### src/rtl/hdr_framer_pkg.sv
package hdr_framer_pkg;

  typedef enum logic [2:0] {
    FLD_IDLE,
    FLD_PRE,
    FLD_SFD,
    FLD_SIG,
    FLD_SVC,
    FLD_LEN,
    FLD_CRC
  } fld_e;

  // next present field after f for protocol mode m
  function automatic fld_e fld_after(fld_e f, logic [1:0] m);
    case (f)
      FLD_PRE: return FLD_SFD;
      FLD_SFD: begin
        case (m)
          2'd3:    return FLD_SIG;
          2'd2:    return FLD_LEN;
          2'd1:    return FLD_CRC;
          default: return FLD_IDLE;
        endcase
      end
      FLD_SIG: return FLD_SVC;
      FLD_SVC: return FLD_LEN;
      FLD_LEN: return FLD_CRC;
      default: return FLD_IDLE;
    endcase
  endfunction

  function automatic logic fld_protected(fld_e f);
    return (f == FLD_SIG) || (f == FLD_SVC) || (f == FLD_LEN);
  endfunction

endpackage

### src/rtl/hdr_crc16.sv
module hdr_crc16 #(
  parameter int           W    = 16,
  parameter logic [W-1:0] POLY = 16'h1021
) (
  input  logic         clk_i,
  input  logic         rst_ni,
  input  logic         clr_i,
  input  logic         en_i,
  input  logic         din_i,
  output logic [W-1:0] crc_d_o
);

  logic [W-1:0] crc_q;
  logic         fb;

  assign fb = crc_q[W-1] ^ din_i;

  always_comb begin
    if (clr_i)     crc_d_o = '1;
    else if (en_i) crc_d_o = {crc_q[W-2:0], 1'b0} ^ (fb ? POLY : '0);
    else           crc_d_o = crc_q;
  end

  always_ff @(posedge clk_i or negedge rst_ni) begin
    if (!rst_ni) crc_q <= '1;
    else         crc_q <= crc_d_o;
  end

endmodule

### src/rtl/hdr_seq_ctrl.sv
module hdr_seq_ctrl
  import hdr_framer_pkg::*;
#(
  parameter int PRE_W = 8,
  parameter int CNT_W = 8,
  parameter int SFD_W = 16,
  parameter int SIG_W = 8,
  parameter int SVC_W = 8,
  parameter int LEN_W = 16,
  parameter int CRC_W = 16
) (
  input  logic             clk_i,
  input  logic             rst_ni,
  input  logic             start_i,    // already gated with idle
  input  logic             stb_i,
  input  logic [1:0]       mode_i,
  input  logic [PRE_W-1:0] pre_len_i,
  output fld_e             fld_o,
  output fld_e             nxt_fld_o,
  output logic             load_o,
  output logic             adv_o,
  output logic             crc_clr_o,
  output logic             done_o
);

  fld_e             fld_q;
  logic [CNT_W-1:0] idx_q;
  logic [CNT_W-1:0] fld_len;
  logic [1:0]       mode_q;
  logic [PRE_W-1:0] pre_len_q;
  logic             done_q;
  logic             last;
  fld_e             follow;

  always_comb begin
    case (fld_q)
      FLD_PRE: fld_len = CNT_W'(pre_len_q);
      FLD_SFD: fld_len = CNT_W'(SFD_W);
      FLD_SIG: fld_len = CNT_W'(SIG_W);
      FLD_SVC: fld_len = CNT_W'(SVC_W);
      FLD_LEN: fld_len = CNT_W'(LEN_W);
      FLD_CRC: fld_len = CNT_W'(CRC_W);
      default: fld_len = CNT_W'(1);
    endcase
  end

  assign last      = (idx_q == fld_len - CNT_W'(1));
  assign follow    = fld_after(fld_q, mode_q);
  assign adv_o     = stb_i && (fld_q != FLD_IDLE);
  assign load_o    = start_i || (adv_o && last);
  assign nxt_fld_o = start_i ? ((pre_len_i != '0) ? FLD_PRE : FLD_SFD) : follow;
  assign crc_clr_o = start_i || (adv_o && last && (fld_q == FLD_SFD));
  assign fld_o     = fld_q;
  assign done_o    = done_q;

  always_ff @(posedge clk_i or negedge rst_ni) begin
    if (!rst_ni) begin
      fld_q     <= FLD_IDLE;
      idx_q     <= '0;
      mode_q    <= '0;
      pre_len_q <= '0;
      done_q    <= 1'b0;
    end else begin
      done_q <= adv_o && last && (follow == FLD_IDLE);
      if (start_i) begin
        mode_q    <= mode_i;
        pre_len_q <= pre_len_i;
      end
      if (load_o) begin
        fld_q <= nxt_fld_o;
        idx_q <= '0;
      end else if (adv_o) begin
        idx_q <= idx_q + CNT_W'(1);
      end
    end
  end

endmodule

### src/rtl/hdr_framer.sv
module hdr_framer
  import hdr_framer_pkg::*;
#(
  parameter int PRE_W = 8,
  parameter int SFD_W = 16,
  parameter int SIG_W = 8,
  parameter int SVC_W = 8,
  parameter int LEN_W = 16,
  parameter int CRC_W = 16,
  parameter logic [CRC_W-1:0] CRC_POLY = 16'h1021
) (
  input  logic             clk_i,
  input  logic             rst_ni,
  input  logic             start_i,
  input  logic             sym_stb_i,
  input  logic [1:0]       mode_i,
  input  logic [PRE_W-1:0] pre_len_i,
  input  logic [SFD_W-1:0] sfd_i,
  input  logic [SIG_W-1:0] sig_bpsk_i,
  input  logic [SIG_W-1:0] sig_qpsk_i,
  input  logic             qpsk_sel_i,
  input  logic [SVC_W-1:0] service_i,
  input  logic [LEN_W-1:0] length_i,
  output logic             bit_o,
  output logic             crc_prot_o,
  output logic             busy_o,
  output logic             hdr_done_o,
  output logic             payload_qpsk_o
);

  localparam int W_A   = (SFD_W > SIG_W) ? SFD_W : SIG_W;
  localparam int W_B   = (SVC_W > LEN_W) ? SVC_W : LEN_W;
  localparam int W_C   = (W_A > W_B) ? W_A : W_B;
  localparam int SH_W  = (W_C > CRC_W) ? W_C : CRC_W;
  localparam int FIX_W = $clog2(SH_W + 1);
  localparam int CNT_W = (PRE_W > FIX_W) ? PRE_W : FIX_W;

  fld_e             fld, nxt_fld;
  logic             load, adv, crc_clr, start_acc, prot;
  logic [SFD_W-1:0] sfd_q, sfd_src;
  logic [SIG_W-1:0] sig_q;
  logic [SVC_W-1:0] svc_q;
  logic [LEN_W-1:0] len_q;
  logic             pay_q;
  logic [SH_W-1:0]  sh_q, ld_val;
  logic [CRC_W-1:0] crc_d, crc_rev;

  assign busy_o    = (fld != FLD_IDLE);
  assign start_acc = start_i && !busy_o;
  assign prot      = fld_protected(fld);

  hdr_seq_ctrl #(
    .PRE_W(PRE_W), .CNT_W(CNT_W), .SFD_W(SFD_W), .SIG_W(SIG_W),
    .SVC_W(SVC_W), .LEN_W(LEN_W), .CRC_W(CRC_W)
  ) u_ctrl (
    .clk_i     (clk_i),
    .rst_ni    (rst_ni),
    .start_i   (start_acc),
    .stb_i     (sym_stb_i),
    .mode_i    (mode_i),
    .pre_len_i (pre_len_i),
    .fld_o     (fld),
    .nxt_fld_o (nxt_fld),
    .load_o    (load),
    .adv_o     (adv),
    .crc_clr_o (crc_clr),
    .done_o    (hdr_done_o)
  );

  hdr_crc16 #(.W(CRC_W), .POLY(CRC_POLY)) u_crc (
    .clk_i   (clk_i),
    .rst_ni  (rst_ni),
    .clr_i   (crc_clr),
    .en_i    (adv && prot),
    .din_i   (sh_q[0]),
    .crc_d_o (crc_d)
  );

  // check field leaves MSB first through an LSB-first shifter
  for (genvar g = 0; g < CRC_W; g++) begin : g_crc_rev
    assign crc_rev[g] = ~crc_d[CRC_W-1-g];
  end

  // delimiter may follow start directly, before the capture lands
  assign sfd_src = start_acc ? sfd_i : sfd_q;

  always_comb begin
    case (nxt_fld)
      FLD_SFD: ld_val = SH_W'(sfd_src);
      FLD_SIG: ld_val = SH_W'(sig_q);
      FLD_SVC: ld_val = SH_W'(svc_q);
      FLD_LEN: ld_val = SH_W'(len_q);
      FLD_CRC: ld_val = SH_W'(crc_rev);
      default: ld_val = '0;
    endcase
  end

  always_ff @(posedge clk_i or negedge rst_ni) begin
    if (!rst_ni) begin
      sfd_q <= '0;
      sig_q <= '0;
      svc_q <= '0;
      len_q <= '0;
      pay_q <= 1'b0;
      sh_q  <= '0;
    end else begin
      if (start_acc) begin
        sfd_q <= sfd_i;
        sig_q <= qpsk_sel_i ? sig_qpsk_i : sig_bpsk_i;
        svc_q <= service_i;
        len_q <= length_i;
        pay_q <= qpsk_sel_i && (mode_i != 2'd0);
      end
      if (load)     sh_q <= ld_val;
      else if (adv) sh_q <= {1'b0, sh_q[SH_W-1:1]};
    end
  end

  assign bit_o          = busy_o && ((fld == FLD_PRE) || sh_q[0]);
  assign crc_prot_o     = prot;
  assign payload_qpsk_o = pay_q && !busy_o;

endmodule

### config.mk
export PLATFORM = sky130hd
export DESIGN_NAME = hdr_framer
export DESIGN_NICKNAME = d
export VERILOG_FILES = /design/src/rtl/hdr_framer_pkg.sv /design/src/rtl/hdr_crc16.sv /design/src/rtl/hdr_seq_ctrl.sv /design/src/rtl/hdr_framer.sv
export SDC_FILE = /design/constraint.sdc
export NUM_CORES = 1
export LEC_CHECK = 0
export CORE_UTILIZATION = 32
export CTS_CLUSTER_SIZE = 8
export DETAILED_ROUTE_END_ITERATION = 8
export SETUP_SLACK_MARGIN = 0.05
export SLEW_MARGIN = 10
export SYNTH_ARGS = -nofsm -noshare
export SYNTH_HDL_FRONTEND = slang
export SYNTH_SLANG_ARGS = --single-unit
### constraint.sdc
create_clock -name clk_i -period 7.25 [get_ports clk_i]
set_input_delay 1.8125 -clock clk_i [delete_from_list [all_inputs] [get_ports clk_i]]
set_output_delay 1.8125 -clock clk_i [all_outputs]
set_load 0.02 [all_outputs]
==> results.md, run 1 <==
Synthesis:
- The most frequently used flop master after synthesis is dfrtp_1.
- The number of different library cells used by synthesis comes to 50.
- Synthesis produced a netlist with a net count of 669.
- The share of Yosys cell area claimed by the top area cell type is 40.9%.
- The post-synthesis sequential area ratio is 48.8%.
- The total of flip-flops plus latches after synthesis is 103.
- The average cell area after synthesis is 8.99 um2.
- In this run, synthesis inferred 0 flip-flops with an integrated enable.
- The cell count after synthesis is 592.
- The biggest area contributor in the post-synthesis netlist is dfrtp_1.
- The count of yosys warnings during synthesis is 0.
- By area the synthesized netlist is led by dfrtp_1 (41%), nand2_1 (12%), dfstp_2 (7.9%).
- Counting flops with an async set or reset pin after synthesis yields a share of 100%.
- The cell area after technology mapping is 0.00532 mm2.

Global route:
- The all-layer global routing usage is 16.7%.
- The via count of the first global-routing pass is 4381.
- The largest net degree at the start of global routing is 78.
- After global routing the overflow that remains totals 0.
- The initial antenna violation count is 0.
- The first global-routing pass estimated 22000 um of wire.

Worst setup path:
- The worst endpoint required time is 5.44 ns.
- In this run the register-to-register setup slack is 3.04 ns.
- The largest fanout on the critical path is 25.
- The data arrival time of the critical path is 2.58 ns.
- The critical path in this run is classified as reg2out.
- STA classifies the critical path startpoint as a register.
- The worst setup path is captured at an output port.

Timing:
- The clock period could shrink to 4.39 ns.
- Measured against its own limit, the worst slew margin works out to 23.1%.
- The share of the cycle needed by the critical path after routing is 60.6%.
- The timing-limited maximum frequency is 228 MHz.
- The slew of the pin with the lowest slew margin is 1.14 ns.
- Summed over all failing endpoints, the final setup total negative slack is 0 ns.
- The hold violation total from the final report was 0.
- Setup repair after global routing left no endpoint under its margin.
- The number of endpoints failing setup at the final stage is 0.
- The number of max-slew violations in the final report is 0.
- The final setup skew is 0.00758 ns.

Cells and area:
- Leaving out fill and tap cells, the most frequent cells in the layout are nand2_1 (169), dfrtp_1 (87), clkdlybuf4s50_1 (74).
- The utilization of the core after routing is 40.7%.
- The most common cell after layout, fill and taps aside is nand2_1.
- The repair_antennas step left the layout with diodes totalling 0.
- The net count of the finished layout is 729.
- After filler insertion, the fill cell instance count of the layout stands at 1577.
- The area growth from synthesis to layout is 22.8%.
- The multi-input logic area is 0.00253 mm2.
- In the final layout, the share of cells above drive strength 1 is 9.74%.
- The register area is 0.00260 mm2.

Clock network:
- TritonCTS created 9 clock buffers.
- The number of gates resized after cts is 0.
- The tree is rooted in a clkbuf_16.
- The number of H-tree levels is 3.
- The clock tree from TritonCTS is yes.
- The TritonCTS sink count is 103.
- The clock reaches the later pin of the worst-skew pair after 0.35 ns.
- The CTS clock-pin slew for the worst setup and hold paths is 0.07 ns.
- The clock passes through at most 2 buffers.
- The hold buffer count at CTS is 0.
- The count of buffers added by post-CTS timing repair for setup is 0.

Detailed routing:
- In this run, the number of DRC markers left after iteration 0 of detailed routing was 239.
- The ratio of routed vias to standard cells is 5.09.
- The routed length per instance is 15.4 um.
- The total number of vias is 4447.
- Wires add up to 13400 um.
- The first detailed-routing pass ran for 5 iterations.
- The count of antenna-violating nets left after detailed routing is 0.
- The DRC violations left is 0.

Floorplanning:
- The chip width is 131 um.
- Measured along the y axis, the die boundary spans 131 um.
- The region available for standard cell placement spans 0.0161 mm2.
- In this run the count of I/O pins placed on the die edge is 76.
- The die outline area is 0.0171 mm2.
- The effective utilization at floorplan is 33.1%.
- The initialized floorplan defines 46 standard-cell rows.

Job:
- The total of max-cap violations is 0.

Placed design:
- In this run the tool buffered the top-level ports with 75 buffer cells.
- The routability congestion estimate from global placement is 0.841.
- The post-detailed-placement half-perimeter wirelength is 9500 um.

Pwr:
- In this run the power spent charging and discharging nets is 1.08 mW.
- The internal power of the cells totals 1.53 mW.
- Across the VDD grid, the largest voltage drop is 0.000160 V.
- The share of total power dissipated in combinational logic is 42.6%.
- The switching fraction of total power is 41.5%.
- The static leakage is 2.85 nW.
- Per report_power, the clock group accounts for 17.5% of the total.
- The proportion of power drawn by flip-flops and latches is 40.0%.
- The total power divided by cell area is 399 mW/mm2.

Hold path:
- In this run the worst hold path is classified as reg2reg.

Outcome:
- The run finished with clean final reports.
## registers in the layout, summed over array words and instances, names as in the netlist, 2 cells and up
signal and count:
u_ctrl.idx_q 8, u_crc.crc_q 16, svc_q 8, sh_q 16
len_q 16, sfd_q 16, u_ctrl.fld_o 3, u_ctrl.mode_q 2
u_ctrl.pre_len_q 8, sig_q 8
## synth_stat cells, types with 2 or more instances
cell      number
o22ai_1       16
or3_1          4
o21a_1         2
nand3_1        3
nand2_2       10
dfstp_2       16
buf_1          3
dfrtp_1       87
a222oi_1       8
mux2i_1       35
nor2b_1        3
xnor2_1        5
nor3_1         6
a211oi_1      16
ha_1           6
a21oi_1       24
nand2_1      169
buf_4          3
buf_2          7
o31ai_1        7
clkbuf_1      21
inv_1         11
nor4_1         4
and3_1         4
nor4b_1        2
nor2_1        35
nand2b_1       7
xor2_1        14
o21ai_0       40
nand4_1        4
## power by group through the flow
stage	Sequential, mW	Clock [mW]	Combinational, mW
global route	1.07	0.486	1.24
finish	1.04	0.455	1.11
CTS	1.04	0.464	1.11
detailed placement	1.05	0	1.11
floorplan	0.968	0	0.859
global placement	1.04	0	1.08
## per-stage QoR
step	std cells	total power, mW	cell area, um2	worst slack (ns)	hold WS, ns
after floorplan	592	1.83	5320	3.67	0.439
after global placement	857	2.12	6260	2.97	0.460
after detailed placement	857	2.16	6260	2.87	0.463
after CTS	873	2.62	6530	2.84	0.479
after global routing	873	2.80	6530	2.69	0.503
final	873	2.61	6530	2.86	0.480
## kinds of logic (layout without fill, tap and decap cells)
| group | count (synthesis) | after routing | share of synthesized area, % |
|---|---|---|---|
| and+or+nand+nor | 259 | 259 | 21.1 |
| AOI/OAI and AO/OA | 124 | 124 | 15.2 |
| DFF | 103 | 103 | 48.8 |
| buffers and inverters | 46 | 111 | 3.76 |
| muxes | 35 | 35 | 6.58 |
| xor gates and xnor gates | 19 | 19 | 3.13 |
| adders and majority gates | 6 | 6 | 1.41 |
## critical path: stages (launching register included)
cell and delay [ns]:
dfrtp_1 0.83, nor3b_1 0.59, nor2_1 0.09, nor2_1 0.11
clkdlybuf4s50_1 0.61
## routing by layer
metal / share of wire, % / vias up / global-route usage [%]
met2: 46 / 127 / 26.4
met3: 4.7 / 16 / 2.40
li1: - / 2164 / -
met4: 1.7 / 0 / 6.76
met1: 47 / 2140 / 23.0
met5: 0 / - / 0
## final timing paths
path                                 startpoint  cells after the start  endpoint
max in group asynchronous                rst_ni                      2     pay_q
worst max register to register  u_ctrl.fld_o[0]                     11  sh_q[15]
min in group asynchronous                rst_ni                      1  sfd_q[4]
worst min-delay path                   svc_q[6]                      2  svc_q[6]
worst max-delay path            u_ctrl.fld_o[0]                      4     bit_o
worst min register to register         svc_q[6]                      2  svc_q[6]
## area by class of cell
type,count,area share (%)
Inverter,11,0.632
Multi-Input combinational cell,443,38.8
Sequential cell,103,39.8
Clock buffer,10,3.51
Timing Repair Buffer,84,12.5
Tap cell,216,4.14
Clock inverter,6,0.690
Note: power is estimated with default switching activity, not from simulation.
==> inputs of run 2 (changes only) <==
==> constraint.sdc (replaced) <==
create_clock -name clk_i -period 3.5 [get_ports clk_i]
set_input_delay 0.875 -clock clk_i [delete_from_list [all_inputs] [get_ports clk_i]]
set_output_delay 0.875 -clock clk_i [all_outputs]
set_load 0.02 [all_outputs]
==> run 2 against run 1 <==
  * Utilization grew 1.0 points
  * Count of clock-buffer cells in the layout increased by 1
  * Sequential share of layout area shrank 0.99 points
  * Via count is 2.6% higher
  * Sequential cell count unchanged
  * Final cell count up 1.8%
  * Setup slack got worse by 2.6 ns
  * Clock power rose by 120%
  * Largest cell class unchanged
  * Clock skew down 0.0018 ns
  * Critical path type is now reg2reg
  * Total power is 110% higher
  * Critical path depth rose by 7
  * Hold slack worse by 0.0047 ns
==> results.md, run 2 (synthesis results as in run 1) <==
Worst setup path:
- The slowest cell on the critical path is dfrtp_1.
- The worst endpoint required time is 3.74 ns.
- The worst flop-to-flop path endpoint is sh_q[9].
- Counting both buffers and inverters, the worst setup path holds a total of 1.
- The largest fanout on the critical path is 11.
- The worst reg2reg path startpoint is u_ctrl.fld_o[0].
- For this run, the slowest stage of the critical path takes 0.52 ns.
- The worst setup path is captured at a register.
- The instance count on the critical path is 11.
- The worst register-to-register path has a setup slack of 0.30 ns.
- The beginning of the critical path is u_ctrl.fld_o[0].
- Measured in cells, the most critical reg-to-reg path has a length of 11.
- Among cell families on the critical path, the largest total delay comes from compound AO/OA/AOI/OAI gates.
- For the worst setup path, the data arrival time is 3.44 ns.
- The critical path startpoint category is a register.
- Traced cell by cell, the critical path runs through nor2b_1, o21a_1, ha_1, o221ai_2, or3_1, a311o_1, a31oi_2, a21oi_1, buf_4, a211oi_1, nor2_1.
- The category of the most critical setup path is reg2reg.
- The most critical setup path has its endpoint at sh_q[9].

Pwr:
- After layout, the design draws a total of 5.60 mW.
- The proportion of power drawn by flip-flops and latches is 37.9%.
- VDD sags by at most 0.000317 V.
- The analysis attributes to net switching a power of 2.26 mW.
- The clock group share of total power is 17.7%.
- For this design the static power due to leakage is 2.95 nW.
- The switching fraction of total power is 40.3%.
- Power spread over the standard cell area amounts to 836 mW/mm2.
- Combinational logic burns 44.4% of the power.
- The internal portion of the total power is 3.34 mW.

Detailed routing:
- The routed length per instance is 15.5 um.
- The starting DRC count in detailed routing is 440.
- After detailed routing, the number of vias per cell comes to 5.13.
- The total number of vias is 4562.
- The count of antenna-violating nets left after detailed routing is 0.
- The first detailed-routing pass ran for 5 iterations.
- The DRC violations left is 0.
- After detailed routing, the total wire length is 13800 um.

Global route:
- Global routing used 17.3% of the available tracks.
- The wire length of the first global-routing pass is 22600 um.
- The sum of overflow across all layers after global routing is 0.
- The largest net degree at the start of global routing is 78.
- The initial antenna violation count is 0.
- The via count of the first global-routing pass is 4463.

Floorplanning:
- The chip width is 131 um.
- The total I/O pin count is 76.
- The vertical extent of the die is 131 um.
- The die outline area is 0.0171 mm2.
- The row count is 46.
- The effective utilization at floorplan is 33.1%.
- The area inside the core boundary is 0.0161 mm2.

Clock network:
- Clock-pin slew was measured on the worst setup and hold paths at 0.07 ns.
- The H-tree generated during clock tree synthesis spans 3 levels.
- The TritonCTS sink count is 103.
- The number of setup buffers added after CTS is 0.
- The root buffer cell chosen for the clock tree is clkbuf_16.
- The number of buffers inserted during clock tree synthesis is 9.
- After clock tree synthesis, the repair step resized 0 gates.
- The buffer levels on the longest clock path is 2.
- The hold buffer count at CTS is 0.
- The clock reaches the later pin of the worst-skew pair after 0.35 ns.
- The clock tree from TritonCTS is yes.

Cells and area:
- The area growth from synthesis to layout is 25.9%.
- The number of nets in the layout is 745.
- The fill cell total of the finished layout is 1559.
- The register area is 0.00260 mm2.
- The library cells used most frequently in the layout, excluding fill and tap cells, are nand2_1 (169), dfrtp_1 (87), clkdlybuf4s50_1 (74).
- The utilization of the core after routing is 41.7%.
- The antenna diode instance count is 0.
- Cells with a size suffix above 1 make up 11.9% of the layout.
- Summing all multi-input logic gate instances after layout gives 0.00254 mm2.
- Leaving out fill and tap cells, the most frequent cell in the layout is nand2_1.

Timing:
- For the final database, setup skew stands at 0.00575 ns.
- For the final routed database, the setup TNS stands at 0 ns.
- Setup repair after global routing left no endpoint under its margin.
- Measured against its own limit, the worst slew margin works out to 32.5%.
- The post-route worst hold slack is 0.476 ns.
- Subtracting the final worst setup slack from the clock period gives 3.20 ns.
- The share of the cycle needed by the critical path after routing is 91.4%.
- The number of max-slew violations in the final report is 0.
- The number of endpoints failing setup at the final stage is 0.
- The hold violation total from the final report is 0.
- The slew of the pin with the lowest slew margin is 1.00 ns.
- The timing-limited maximum frequency is 313 MHz.

Hold path:
- The worst hold path class is reg2reg.

Outcome:
- The flow ran to the end, and the final reports show no timing, DRC or antenna violations.

Job:
- The tool flagged a number of max-cap violations equal to 0.

Placed design:
- The number of port buffers is 75.
- The post-detailed-placement half-perimeter wirelength is 9910 um.
- The routability congestion estimate from global placement is 0.834.
==> run 2: cell count changes in the layout (fill, tap and decap cells not counted), sizes merged <==
cell / before / now
bufinv: 0 / 1
buf: 10 / 26
inv: 13 / 12
clkinvlp: 2 / 1
clkbuf: 10 / 11
==> run 2: area by class of cell <==
class                   count  share of cell area (%)
clock buffers              11                    3.47
repair buffers            100                    14.3
well taps                 216                    4.03
clock inverters             5                   0.840
multi-input cells         443                    37.9
inverters                  11                   0.616
flip-flops and latches    103                    38.8
==> run 2: per-stage QoR <==
step                      area [um2]  instances  setup WS (ns)
after floorplan                 5320        592          0.401
after global placement          6400        873          0.360
after detailed placement        6400        873          0.248
after CTS                       6690        889          0.307
after global routing            6700        889          0.118
final                           6700        889          0.301
==> run 2: routing by layer <==
metal	track usage, %	up-vias	share of wire (%)
met5	0	-	0
met3	2.44	23	5.1
met4	7.84	0	2.1
met1	23.7	2178	47
li1	-	2202	-
met2	27.2	159	46
==> run 2: worst min-delay path by stage <==
stage	to	slack, ns	depth (start not counted)	startpoint
floorplan	sfd_q[15]	0.44	2	sfd_q[15]
global placement	sfd_q[13]	0.46	2	sfd_q[13]
global route	len_q[6]	0.50	2	len_q[6]
detailed placement	sfd_q[12]	0.46	2	sfd_q[12]
finish	pay_q	0.48	2	pay_q
CTS	sfd_q[12]	0.48	2	sfd_q[12]
==> run 2: power by group through the flow <==
| stage | combinational [mW] | clock, mW | sequential [mW] |
|---|---|---|---|
| 2_1_floorplan | 1.78 | 0 | 2.01 |
| 3_3_place_gp | 2.41 | 0 | 2.11 |
| 3_5_place_dp | 2.47 | 0 | 2.13 |
| 4_1_cts | 2.48 | 1.02 | 2.12 |
| 5_1_grt | 2.77 | 1.07 | 2.18 |
| 6_report | 2.49 | 0.992 | 2.12 |
==> run 2: tightest hold or removal path, stage by stage (launching register included) <==
cell     delay, ns
dfrtp_1       0.34
nand2_1       0.05
o21ai_0       0.06
